**config.mk**
```make
export PLATFORM = sky130hd
export DESIGN_NAME = standby_gate_ctl
export DESIGN_NICKNAME = d
export VERILOG_FILES = /design/src/rtl/standby_pkg.sv /design/src/rtl/standby_wake_src.sv /design/src/rtl/standby_fsm.sv /design/src/rtl/standby_ie_pulse.sv /design/src/rtl/standby_gate_ctl.sv
export SDC_FILE = /design/constraint.sdc
export NUM_CORES = 1
export LEC_CHECK = 0
export BUFFER_PORTS_ARGS = -buffer_cell sky130_fd_sc_hd__clkbuf_2
export CAP_MARGIN = 10
export CORE_AREA = 3 3 40 42
export DETAILED_ROUTE_END_ITERATION = 10
export DIE_AREA = 0 0 43 45
export SYNTH_ARGS = -nofsm -noshare
export SYNTH_HDL_FRONTEND = slang
export SYNTH_HIERARCHICAL = 1
export SYNTH_SLANG_ARGS = --single-unit
export TNS_END_PERCENT = 20
```
**constraint.sdc**
```tcl
create_clock -name clk -period 2.6 [get_ports clk]
set_input_delay 0.52 -clock clk [delete_from_list [all_inputs] [get_ports clk]]
set_output_delay 0.52 -clock clk [all_outputs]
set_load 0.05 [all_outputs]
```
**src/rtl/standby_pkg.sv**
```systemverilog
package standby_pkg;
  typedef enum logic [0:0] {
    ST_AWAKE = 1'b0,
    ST_SLEEP = 1'b1
  } stby_state_t;
endpackage

```
**src/rtl/standby_wake_src.sv**
```systemverilog
// Combines all wake sources into one level; the timer is qualified by the mode bit.
module standby_wake_src #(
  parameter int NUM_IRQ = 6
) (
  input  logic [NUM_IRQ-1:0] irq_i,
  input  logic               nmi_i,
  input  logic               timer_irq_i,
  input  logic               timer_wake_dis_i,
  output logic               wake_o
);
  logic [NUM_IRQ:0] chain;
  assign chain[0] = 1'b0;
  for (genvar g = 0; g < NUM_IRQ; g++) begin : g_or
    assign chain[g+1] = chain[g] | irq_i[g];
  end
  assign wake_o = chain[NUM_IRQ] | nmi_i | (timer_irq_i & ~timer_wake_dis_i);
endmodule

```
**src/rtl/standby_fsm.sv**
```systemverilog
// Two-state controller; enable and status are separate registers.
module standby_fsm
  import standby_pkg::*;
(
  input  logic clk,
  input  logic rst_n,
  input  logic wait_done_i,
  input  logic bus_idle_i,
  input  logic wake_i,
  output logic accept_o,
  output logic clk_en_o,
  output logic stby_o
);
  stby_state_t state_q, state_d;
  logic        clk_en_q, stby_q;

  assign accept_o = (state_q == ST_AWAKE) && wait_done_i;

  always_comb begin
    state_d = state_q;
    unique case (state_q)
      ST_AWAKE: if (accept_o && bus_idle_i && !wake_i) state_d = ST_SLEEP;
      ST_SLEEP: if (wake_i) state_d = ST_AWAKE;
      default:  state_d = ST_AWAKE;
    endcase
  end

  always_ff @(posedge clk) begin
    if (!rst_n) begin
      state_q  <= ST_AWAKE;
      clk_en_q <= 1'b1;
      stby_q   <= 1'b0;
    end else begin
      state_q  <= state_d;
      clk_en_q <= (state_d == ST_AWAKE);
      stby_q   <= (state_d == ST_SLEEP);
    end
  end

  assign clk_en_o = clk_en_q;
  assign stby_o   = stby_q;
endmodule

```
**src/rtl/standby_ie_pulse.sv**
```systemverilog
module standby_ie_pulse (
  input  logic clk,
  input  logic rst_n,
  input  logic accept_i,
  output logic ie_set_o
);
  logic pulse_q;
  always_ff @(posedge clk) begin
    if (!rst_n) pulse_q <= 1'b0;
    else        pulse_q <= accept_i;
  end
  assign ie_set_o = pulse_q;
endmodule

```
**src/rtl/standby_gate_ctl.sv**
```systemverilog
module standby_gate_ctl #(
  parameter int NUM_IRQ = 6
) (
  input  logic               clk,
  input  logic               rst_n,
  input  logic               wait_done_i,
  input  logic               bus_idle_i,
  input  logic [NUM_IRQ-1:0] irq_i,
  input  logic               nmi_i,
  input  logic               timer_irq_i,
  input  logic               timer_wake_dis_i,
  output logic               core_clk_en_o,
  output logic               standby_o,
  output logic               ie_set_o
);
  logic wake, accept;

  standby_wake_src #(.NUM_IRQ(NUM_IRQ)) u_wake (
    .irq_i(irq_i), .nmi_i(nmi_i), .timer_irq_i(timer_irq_i),
    .timer_wake_dis_i(timer_wake_dis_i), .wake_o(wake)
  );

  standby_fsm u_fsm (
    .clk(clk), .rst_n(rst_n), .wait_done_i(wait_done_i), .bus_idle_i(bus_idle_i),
    .wake_i(wake), .accept_o(accept), .clk_en_o(core_clk_en_o), .stby_o(standby_o)
  );

  standby_ie_pulse u_ie (
    .clk(clk), .rst_n(rst_n), .accept_i(accept), .ie_set_o(ie_set_o)
  );
endmodule

```
==> flow_metrics.env, run 1 <==
export IMPL_synth_seq_cells=3
export IMPL_syn_avg_cell_area_um2=10.2
export IMPL_vias=160
export IMPL_seqPwrFrac_pct=32.8
export IMPL_syn2layout_area_growth_pct=98.0
export IMPL_grt_pass1_wl_um=669
export IMPL_critical_path_class="register to primary output"
export IMPL_worst_path_max_fanout=3
export IMPL_placed_cells=42
export IMPL_cts_tree="done"
export IMPL_fin_crit_sh_pct=52.7
export IMPL_slowest_delay_ns=0.34
export IMPL_instances_no_fill=46
export IMPL_row_count=13
export IMPL_switching_share_pct=21.1
export IMPL_ios=16
export IMPL_final_core_util_pct=18.9
export IMPL_fmax_mhz=730
export IMPL_grt_max_degree=4
export IMPL_synth_area_um2=123
export IMPL_finalHoldViolCount=0
export IMPL_required_ns=2.08
export IMPL_worst_ep_arrival_time_ns=0.85
export IMPL_relSlewSlack_pct=81.6
export IMPL_drtIter0Drc=1
export IMPL_clkPwrFrac_pct=55.5
export IMPL_coreArea_mm2=0.00128
export IMPL_worst_pin_slew_ns=0.278
export IMPL_path_buf_inv=1
export IMPL_port_buffers=15
export IMPL_combPwrFrac_pct=11.7
export IMPL_leakagePower_uw=0.000115
export IMPL_outcome="finished, final reports clean"
export IMPL_grtUsageTotal_pct=5.32
export IMPL_cts_root_buffer="clkbuf_4"
export IMPL_ys_seq_area_share_pct=49.0
export IMPL_setup_violations=0
export IMPL_critPathCaptureType="primary output"
export IMPL_crit_family="flip-flops"
export IMPL_antennaDiodeCount=0
export IMPL_dieArea_mm2=0.00194
export IMPL_hold_class="input pin to register"
export IMPL_slew_viol_final=0
export IMPL_ir_drop_mv=0.134
export IMPL_cts_setup_buffers=0
export IMPL_die_h_um=45
export IMPL_cts_buffers=3
export IMPL_synth_top_family_by_area="simple AND/OR/NAND/NOR gates"
export IMPL_muxShareOfSynthArea_pct=0
export IMPL_place_congestion=0.697
export IMPL_yosys_area_share_xor_xnor_pct=0
export IMPL_r2r_slack_ns=1.74
export IMPL_critPathSlowestCell="dfxtp_1"
export IMPL_synth_nets=25
export IMPL_yosys_warnings=6
export IMPL_routed_wl_um=332
export IMPL_nNetsFinal=45
export IMPL_routed_via_density=3.48
export IMPL_p_per_area_mw_per_mm2=594
export IMPL_drive_gt1_share_pct=61.3
export IMPL_first_pass_iters=2
export IMPL_ys_types=10
export IMPL_clock_sinks=3
export IMPL_grt_ovfl_total=0
export IMPL_cts_hold_buf=0
export IMPL_antenna_found_initial=0
export IMPL_die_w_um=43
export IMPL_synth_compound_area_share_pct=4.08
export IMPL_htree_num_levels=1
export IMPL_finalClockSkew_ns=0.00283
export IMPL_cap_viol_max_count=0
export IMPL_clkSlewWorstSetupHoldPaths_ns=0.04
export IMPL_switching_power_uw=30.4
export IMPL_cts_buffer_depth=2
export IMPL_cts_resized=0
export IMPL_clk_latency_ns=0.23
export IMPL_rsz0062_at_grt="false"
export IMPL_crit_chain="clkbuf_2"
export IMPL_routedWlPerCell_um=7.22
export IMPL_grt_pass1_vias=176
export IMPL_cp_start_kind="register"
export IMPL_synthCells=12
export IMPL_synth_simple_area_share_pct=46.9
export IMPL_period_minus_slack_ns=1.37
export IMPL_finalSetupTns_ns=0
export IMPL_whs_ns=0.525
export IMPL_start_util_pct=9.54
export IMPL_power_internal_uw=114
export IMPL_synth_fa_ha_area_share_pct=0
export IMPL_ant_nets=0
export IMPL_drcViolationCount=0
## layout by cell type (no fill, tap or decap), drive strengths merged
cell / instances
nor3: 1
nor2b: 1
nor4: 1
nor3b: 1
nand3: 1
clkbuf: 19
a21oi: 1
dfxtp: 3
nand2b: 1
and2: 1
or3b: 1
## area by class of cell
cell class | count | area, um^2
fillers | 149 | 1040
flip-flops and latches | 3 | 60.1
multi-input cells | 9 | 62.6
well taps | 15 | 18.8
clock buffers | 4 | 26.3
repair buffers | 15 | 75.1
## sequential cells by signal, indices dropped and copies added (netlist names)
name,flops
u_fsm/stby_o,1
u_ie/ie_set_o,1
u_fsm/clk_en_o,1
## synthesized netlist by cell type
cell	count	share of area (%)
a21oi_1	1	4.1
nor3b_1	1	6.1
or3b_1	1	7.1
nor4_2	1	10
nand2b_1	1	5.1
and2_1	1	5.1
nand3_1	1	4.1
nor3_1	1	4.1
nor2b_1	1	5.1
dfxtp_1	3	49
## layer usage
layer	part of all wire (%)	global-route usage (%)	routed length (um)
met1	39	4.32	130
met2	29	6.89	96
met3	30	6.77	101
met4	1.2	3.61	4
met5	0	0	0
## power groups by stage
stage,registers (uW),logic [uW],clock network [uW]
2_1_floorplan,51.1,3.33,0
3_3_place_gp,48.0,16.9,0
3_5_place_dp,48.0,17.1,0
4_1_cts,47.3,17.1,84.5
5_1_grt,47.3,19.2,92.3
6_report,47.3,16.8,80.0
## per-stage QoR
step | setup slack (ns) | area (um^2) | total power [uW]
global placement | 1.11 | 216 | 65.0
CTS | 1.22 | 243 | 149
detailed placement | 1.10 | 216 | 65.1
global route | 1.18 | 243 | 159
floorplan | 1.26 | 123 | 54.4
finish | 1.23 | 243 | 144
## worst paths after layout
path                     start              to  depth (start not counted)
setup reg to reg  u_fsm/stby_o  u_fsm/clk_en_o                          2
hold / removal           rst_n   u_ie/ie_set_o                          2
hold reg to reg   u_fsm/stby_o   u_ie/ie_set_o                          2
setup / recovery  u_fsm/stby_o       standby_o                          1
## kinds of logic (layout without fill, tap and decap cells)
group | Yosys count | count (layout)
AOI/OAI and AO/OA | 1 | 1
buffers and inverters | 0 | 19
DFF | 3 | 3
and+or+nand+nor | 8 | 8
(Power assumes the default switching activity.)
==> inputs of run 2 (changes only) <==
==> constraint.sdc (replaced) <==
create_clock -name clk -period 1.1 [get_ports clk]
set_input_delay 0.22 -clock clk [delete_from_list [all_inputs] [get_ports clk]]
set_output_delay 0.22 -clock clk [all_outputs]
set_load 0.05 [all_outputs]
==> run 2 against run 1 <==
  * Worst hold slack got worse by 0.30 ns
  * Highest routed layer is now met3
  * Cell count is the same
  * Setup slack lost 1.2 ns
  * Global-route usage is 0.25 points lower
  * Critical endpoint unchanged
  * Combinational power rose by 140%
==> flow_metrics.env, run 2 (synthesized netlist as in run 1, its figures left out) <==
export IMPL_htree_num_levels=1
export IMPL_cts_setup_buffers=0
export IMPL_syn2layout_area_growth_pct=99.0
export IMPL_grtUsageTotal_pct=5.07
export IMPL_required_ns=0.88
export IMPL_p_per_area_mw_per_mm2=1400
export IMPL_ir_drop_mv=0.542
export IMPL_vias=159
export IMPL_start_util_pct=9.54
export IMPL_drtIter0Drc=2
export IMPL_crit_chain="clkbuf_2"
export IMPL_hold_class="input pin to register"
export IMPL_r2r_cells=2
export IMPL_mostFrequentLayoutCells="15 x clkbuf_2, 3 x clkbuf_4, 2 x dfxtp_1"
export IMPL_antenna_found_initial=0
export IMPL_row_count=13
export IMPL_grt_pass1_vias=169
export IMPL_rsz0062_at_grt="false"
export IMPL_cts_tree="done"
export IMPL_leakagePower_uw=0.000116
export IMPL_crit_family="flip-flops"
export IMPL_cts_root_buffer="clkbuf_4"
export IMPL_drcViolationCount=0
export IMPL_coreArea_mm2=0.00128
export IMPL_placed_cells=42
export IMPL_worst_path_stages=1
export IMPL_slowest_delay_ns=0.32
export IMPL_drive_gt1_share_pct=64.5
export IMPL_final_common_cell="clkbuf_2"
export IMPL_clk_latency_ns=0.23
export IMPL_worst_ep_arrival_time_ns=0.82
export IMPL_slew_viol_final=0
export IMPL_cts_resized=0
export IMPL_critPathCaptureType="primary output"
export IMPL_worst_path_max_fanout=3
export IMPL_antennaDiodeCount=0
export IMPL_setup_violations=0
export IMPL_cts_hold_buf=0
export IMPL_nNetsFinal=45
export IMPL_finalClockSkew_ns=0.00173
export IMPL_finalHoldViolCount=0
export IMPL_clock_sinks=3
export IMPL_first_pass_iters=3
export IMPL_routed_via_density=3.46
export IMPL_cp_start_kind="register"
export IMPL_cts_buffer_depth=2
export IMPL_dieArea_mm2=0.00194
export IMPL_grt_ovfl_total=0
export IMPL_worst_pin_slew_ns=0.278
export IMPL_period_minus_slack_ns=1.04
export IMPL_port_buffers=15
export IMPL_path_buf_inv=1
export IMPL_routedWlPerCell_um=7.54
export IMPL_hpwl_um=306
export IMPL_grt_max_degree=4
export IMPL_whs_ns=0.223
export IMPL_grt_pass1_wl_um=648
export IMPL_die_h_um=45
export IMPL_place_congestion=0.636
export IMPL_cts_buffers=3
export IMPL_die_w_um=43
export IMPL_fin_crit_sh_pct=94.7
export IMPL_cap_viol_max_count=0
export IMPL_critical_path_class="register to primary output"
export IMPL_outcome="finished, final reports clean"
export IMPL_clkSlewWorstSetupHoldPaths_ns=0.04
export IMPL_fmax_mhz=960
export IMPL_routed_wl_um=347
export IMPL_relSlewSlack_pct=81.5
export IMPL_ant_nets=0
export IMPL_ios=16
export IMPL_instances_no_fill=46
export IMPL_critPathSlowestCell="dfxtp_2"
export IMPL_whs_path_depth=2
run 2: cell counts in the layout (fill, tap and decap cells not counted):
Identical to the previous run, type by type.
run 2: power breakdown:
group | internal [uW] | leakage (uW) | total [uW] | switching [uW]
clock network | 136 | 0.0000150 | 189 | 53.6
logic | 21.9 | 0.0000758 | 39.9 | 18.0
registers | 111 | 0.0000250 | 112 | 0.407
total | 269 | 0.000116 | 341 | 72.1
run 2: cell type report:
type,count,area [um^2]
Fill cell,143,1040
Multi-Input combinational cell,9,62.6
Tap cell,15,18.8
Sequential cell,3,61.3
Clock buffer,4,26.3
Timing Repair Buffer,15,75.1
run 2: routing by layer:
metal	GRT usage (%)	routed length, um	vias to the layer above
met1	4.81	129	59
met4	0	0	0
met5	0	0	-
met3	8.37	115	0
li1	-	-	82
met2	5.99	102	18
run 2: worst paths after layout:
kind                start              to  slack, ns
max reg2reg  u_fsm/stby_o  u_fsm/clk_en_o       0.26
min reg2reg  u_fsm/stby_o   u_ie/ie_set_o       0.53
min                 rst_n   u_ie/ie_set_o       0.22
max          u_fsm/stby_o       standby_o       0.06
run 2: through the flow:
stage	util (%)	setup TNS, ns	setup slack, ns	instance area (um^2)	total power [uW]
after global routing	19.0	0	0.0183	244	370
after CTS	19.0	0	0.0453	244	355
final	19.0	0	0.0582	244	341
after detailed placement	16.9	-0.0955	-0.0955	218	154
after global placement	16.9	-0.0529	-0.0529	218	154
after floorplan	-	0	0.0572	124	129
==> inputs of run 3 (changes only) <==
==> constraint.sdc (replaced) <==
create_clock -name clk -period 1.05 [get_ports clk]
set_input_delay 0.21 -clock clk [delete_from_list [all_inputs] [get_ports clk]]
set_output_delay 0.21 -clock clk [all_outputs]
set_load 0.05 [all_outputs]
==> run 3 against run 2 <==
  * Critical path depth unchanged
  * Critical path type unchanged
  * Largest cell class unchanged
  * Register-to-register slack worse by 0.04 ns
  * Clock-buffer cell count unchanged
==> flow_metrics.env, run 3 (synthesized netlist as in run 1, its figures left out) <==
export IMPL_outcome="finished, final reports clean"
export IMPL_hold_class="input pin to register"
export IMPL_critPathSlowestCell="dfxtp_1"
export IMPL_die_h_um=45
export IMPL_finalHoldViolCount=0
export IMPL_p_total_uw=358
export IMPL_clk_latency_ns=0.23
export IMPL_cts_root_buffer="clkbuf_4"
export IMPL_fin_area_um2=246
export IMPL_critical_path_class="register to primary output"
export IMPL_final_common_cell="clkbuf_2"
export IMPL_ios=16
export IMPL_clkSlewWorstSetupHoldPaths_ns=0.04
export IMPL_first_pass_iters=1
export IMPL_vias=156
export IMPL_syn2layout_area_growth_pct=101
export IMPL_dpl_cell_area_um2=218
export IMPL_cp_start_kind="register"
export IMPL_coreArea_mm2=0.00128
export IMPL_mostFrequentLayoutCells="14 x clkbuf_2, 4 x clkbuf_4, 2 x dfxtp_1"
export IMPL_crit_family="flip-flops"
export IMPL_period_minus_slack_ns=1.00
export IMPL_path_buf_inv=1
export IMPL_routed_via_density=3.39
export IMPL_p_per_area_mw_per_mm2=1450
export IMPL_final_core_util_pct=19.2
export IMPL_routedWlPerCell_um=7.24
export IMPL_routed_wl_um=333
export IMPL_start_util_pct=9.54
export IMPL_finalClockSkew_ns=0.00105
export IMPL_required_ns=0.84
export IMPL_antenna_found_initial=0
export IMPL_nNetsFinal=45
export IMPL_row_count=13
export IMPL_grt_max_degree=4
export IMPL_multiInputGateArea_um2=62.6
export IMPL_cap_viol_max_count=0
export IMPL_worst_path_max_fanout=1
export IMPL_antennaDiodeCount=0
export IMPL_drcViolationCount=0
export IMPL_fin_crit_sh_pct=95.5
export IMPL_place_congestion=0.606
export IMPL_finalSetupTns_ns=0
export IMPL_cts_buffers=3
export IMPL_slew_viol_final=0
export IMPL_register_area_um2=61.3
export IMPL_setup_violations=0
export IMPL_cts_tree="done"
export IMPL_ir_drop_mv=0.298
export IMPL_worst_ep_arrival_time_ns=0.79
export IMPL_ant_nets=0
export IMPL_port_buffers=15
export IMPL_leakagePower_uw=0.000116
export IMPL_clock_sinks=3
export IMPL_fmax_mhz=997
export IMPL_slowest_delay_ns=0.30
export IMPL_critPathCaptureType="primary output"
export IMPL_grt_pass1_vias=159
export IMPL_relSlewSlack_pct=81.3
export IMPL_worst_pin_slew_ns=0.281
export IMPL_drive_gt1_share_pct=64.5
export IMPL_placed_cells=42
export IMPL_rsz0062_at_grt="false"
export IMPL_dieArea_mm2=0.00194
export IMPL_cts_buffer_depth=2
export IMPL_grtUsageTotal_pct=5.07
export IMPL_grt_ovfl_total=0
export IMPL_cts_hold_buf=0
export IMPL_nFillCells=142
export IMPL_cts_resized=0
export IMPL_instances_no_fill=46
export IMPL_grt_pass1_wl_um=600
export IMPL_drtIter0Drc=0
export IMPL_htree_num_levels=1
export IMPL_die_w_um=43
export IMPL_crit_chain="clkbuf_2"
export IMPL_cts_setup_buffers=0
[run 3: area by class of cell]
| cell class | instances | area share [%] |
|---|---|---|
| sequential | 3 | 24.9 |
| timing repair buffer | 15 | 31.5 |
| multi-input combinational | 9 | 25.4 |
| clock buffer | 4 | 10.7 |
| tap | 15 | 7.61 |
[run 3: per-layer routing]
| metal | global-route usage [%] | share of wire (%) | vias up |
|---|---|---|---|
| li1 | - | - | 81 |
| met4 | 5.42 | 0 | 0 |
| met1 | 5.05 | 46 | 59 |
| met2 | 4.79 | 31 | 16 |
| met3 | 5.98 | 23 | 0 |
| met5 | 0 | 0 | - |
[run 3: metrics by stage]
step / setup slack (ns) / hold WS, ns
floorplan: 0.0172 / 0.337
global placement: -0.118 / 0.456
detailed placement: -0.131 / 0.458
CTS: 0.00573 / 0.216
global route: 0.00831 / 0.231
finish: 0.0468 / 0.222
[run 3: path summary, 6_finish.rpt]
| kind | startpoint | to | slack (ns) | depth (start not counted) |
|---|---|---|---|---|
| max | u_ie/ie_set_o | ie_set_o | 0.05 | 1 |
| min | rst_n | u_ie/ie_set_o | 0.22 | 2 |
| max reg2reg | u_fsm/stby_o | u_fsm/clk_en_o | 0.22 | 2 |
| min reg2reg | u_fsm/stby_o | u_ie/ie_set_o | 0.53 | 2 |
[run 3: report_power, final]
part	leakage [uW]	switching [uW]	total [uW]	internal [uW]
Combinational	0.0000760	19.0	41.8	22.9
Clock	0.0000150	57.0	199	142
Sequential	0.0000250	0.509	117	117
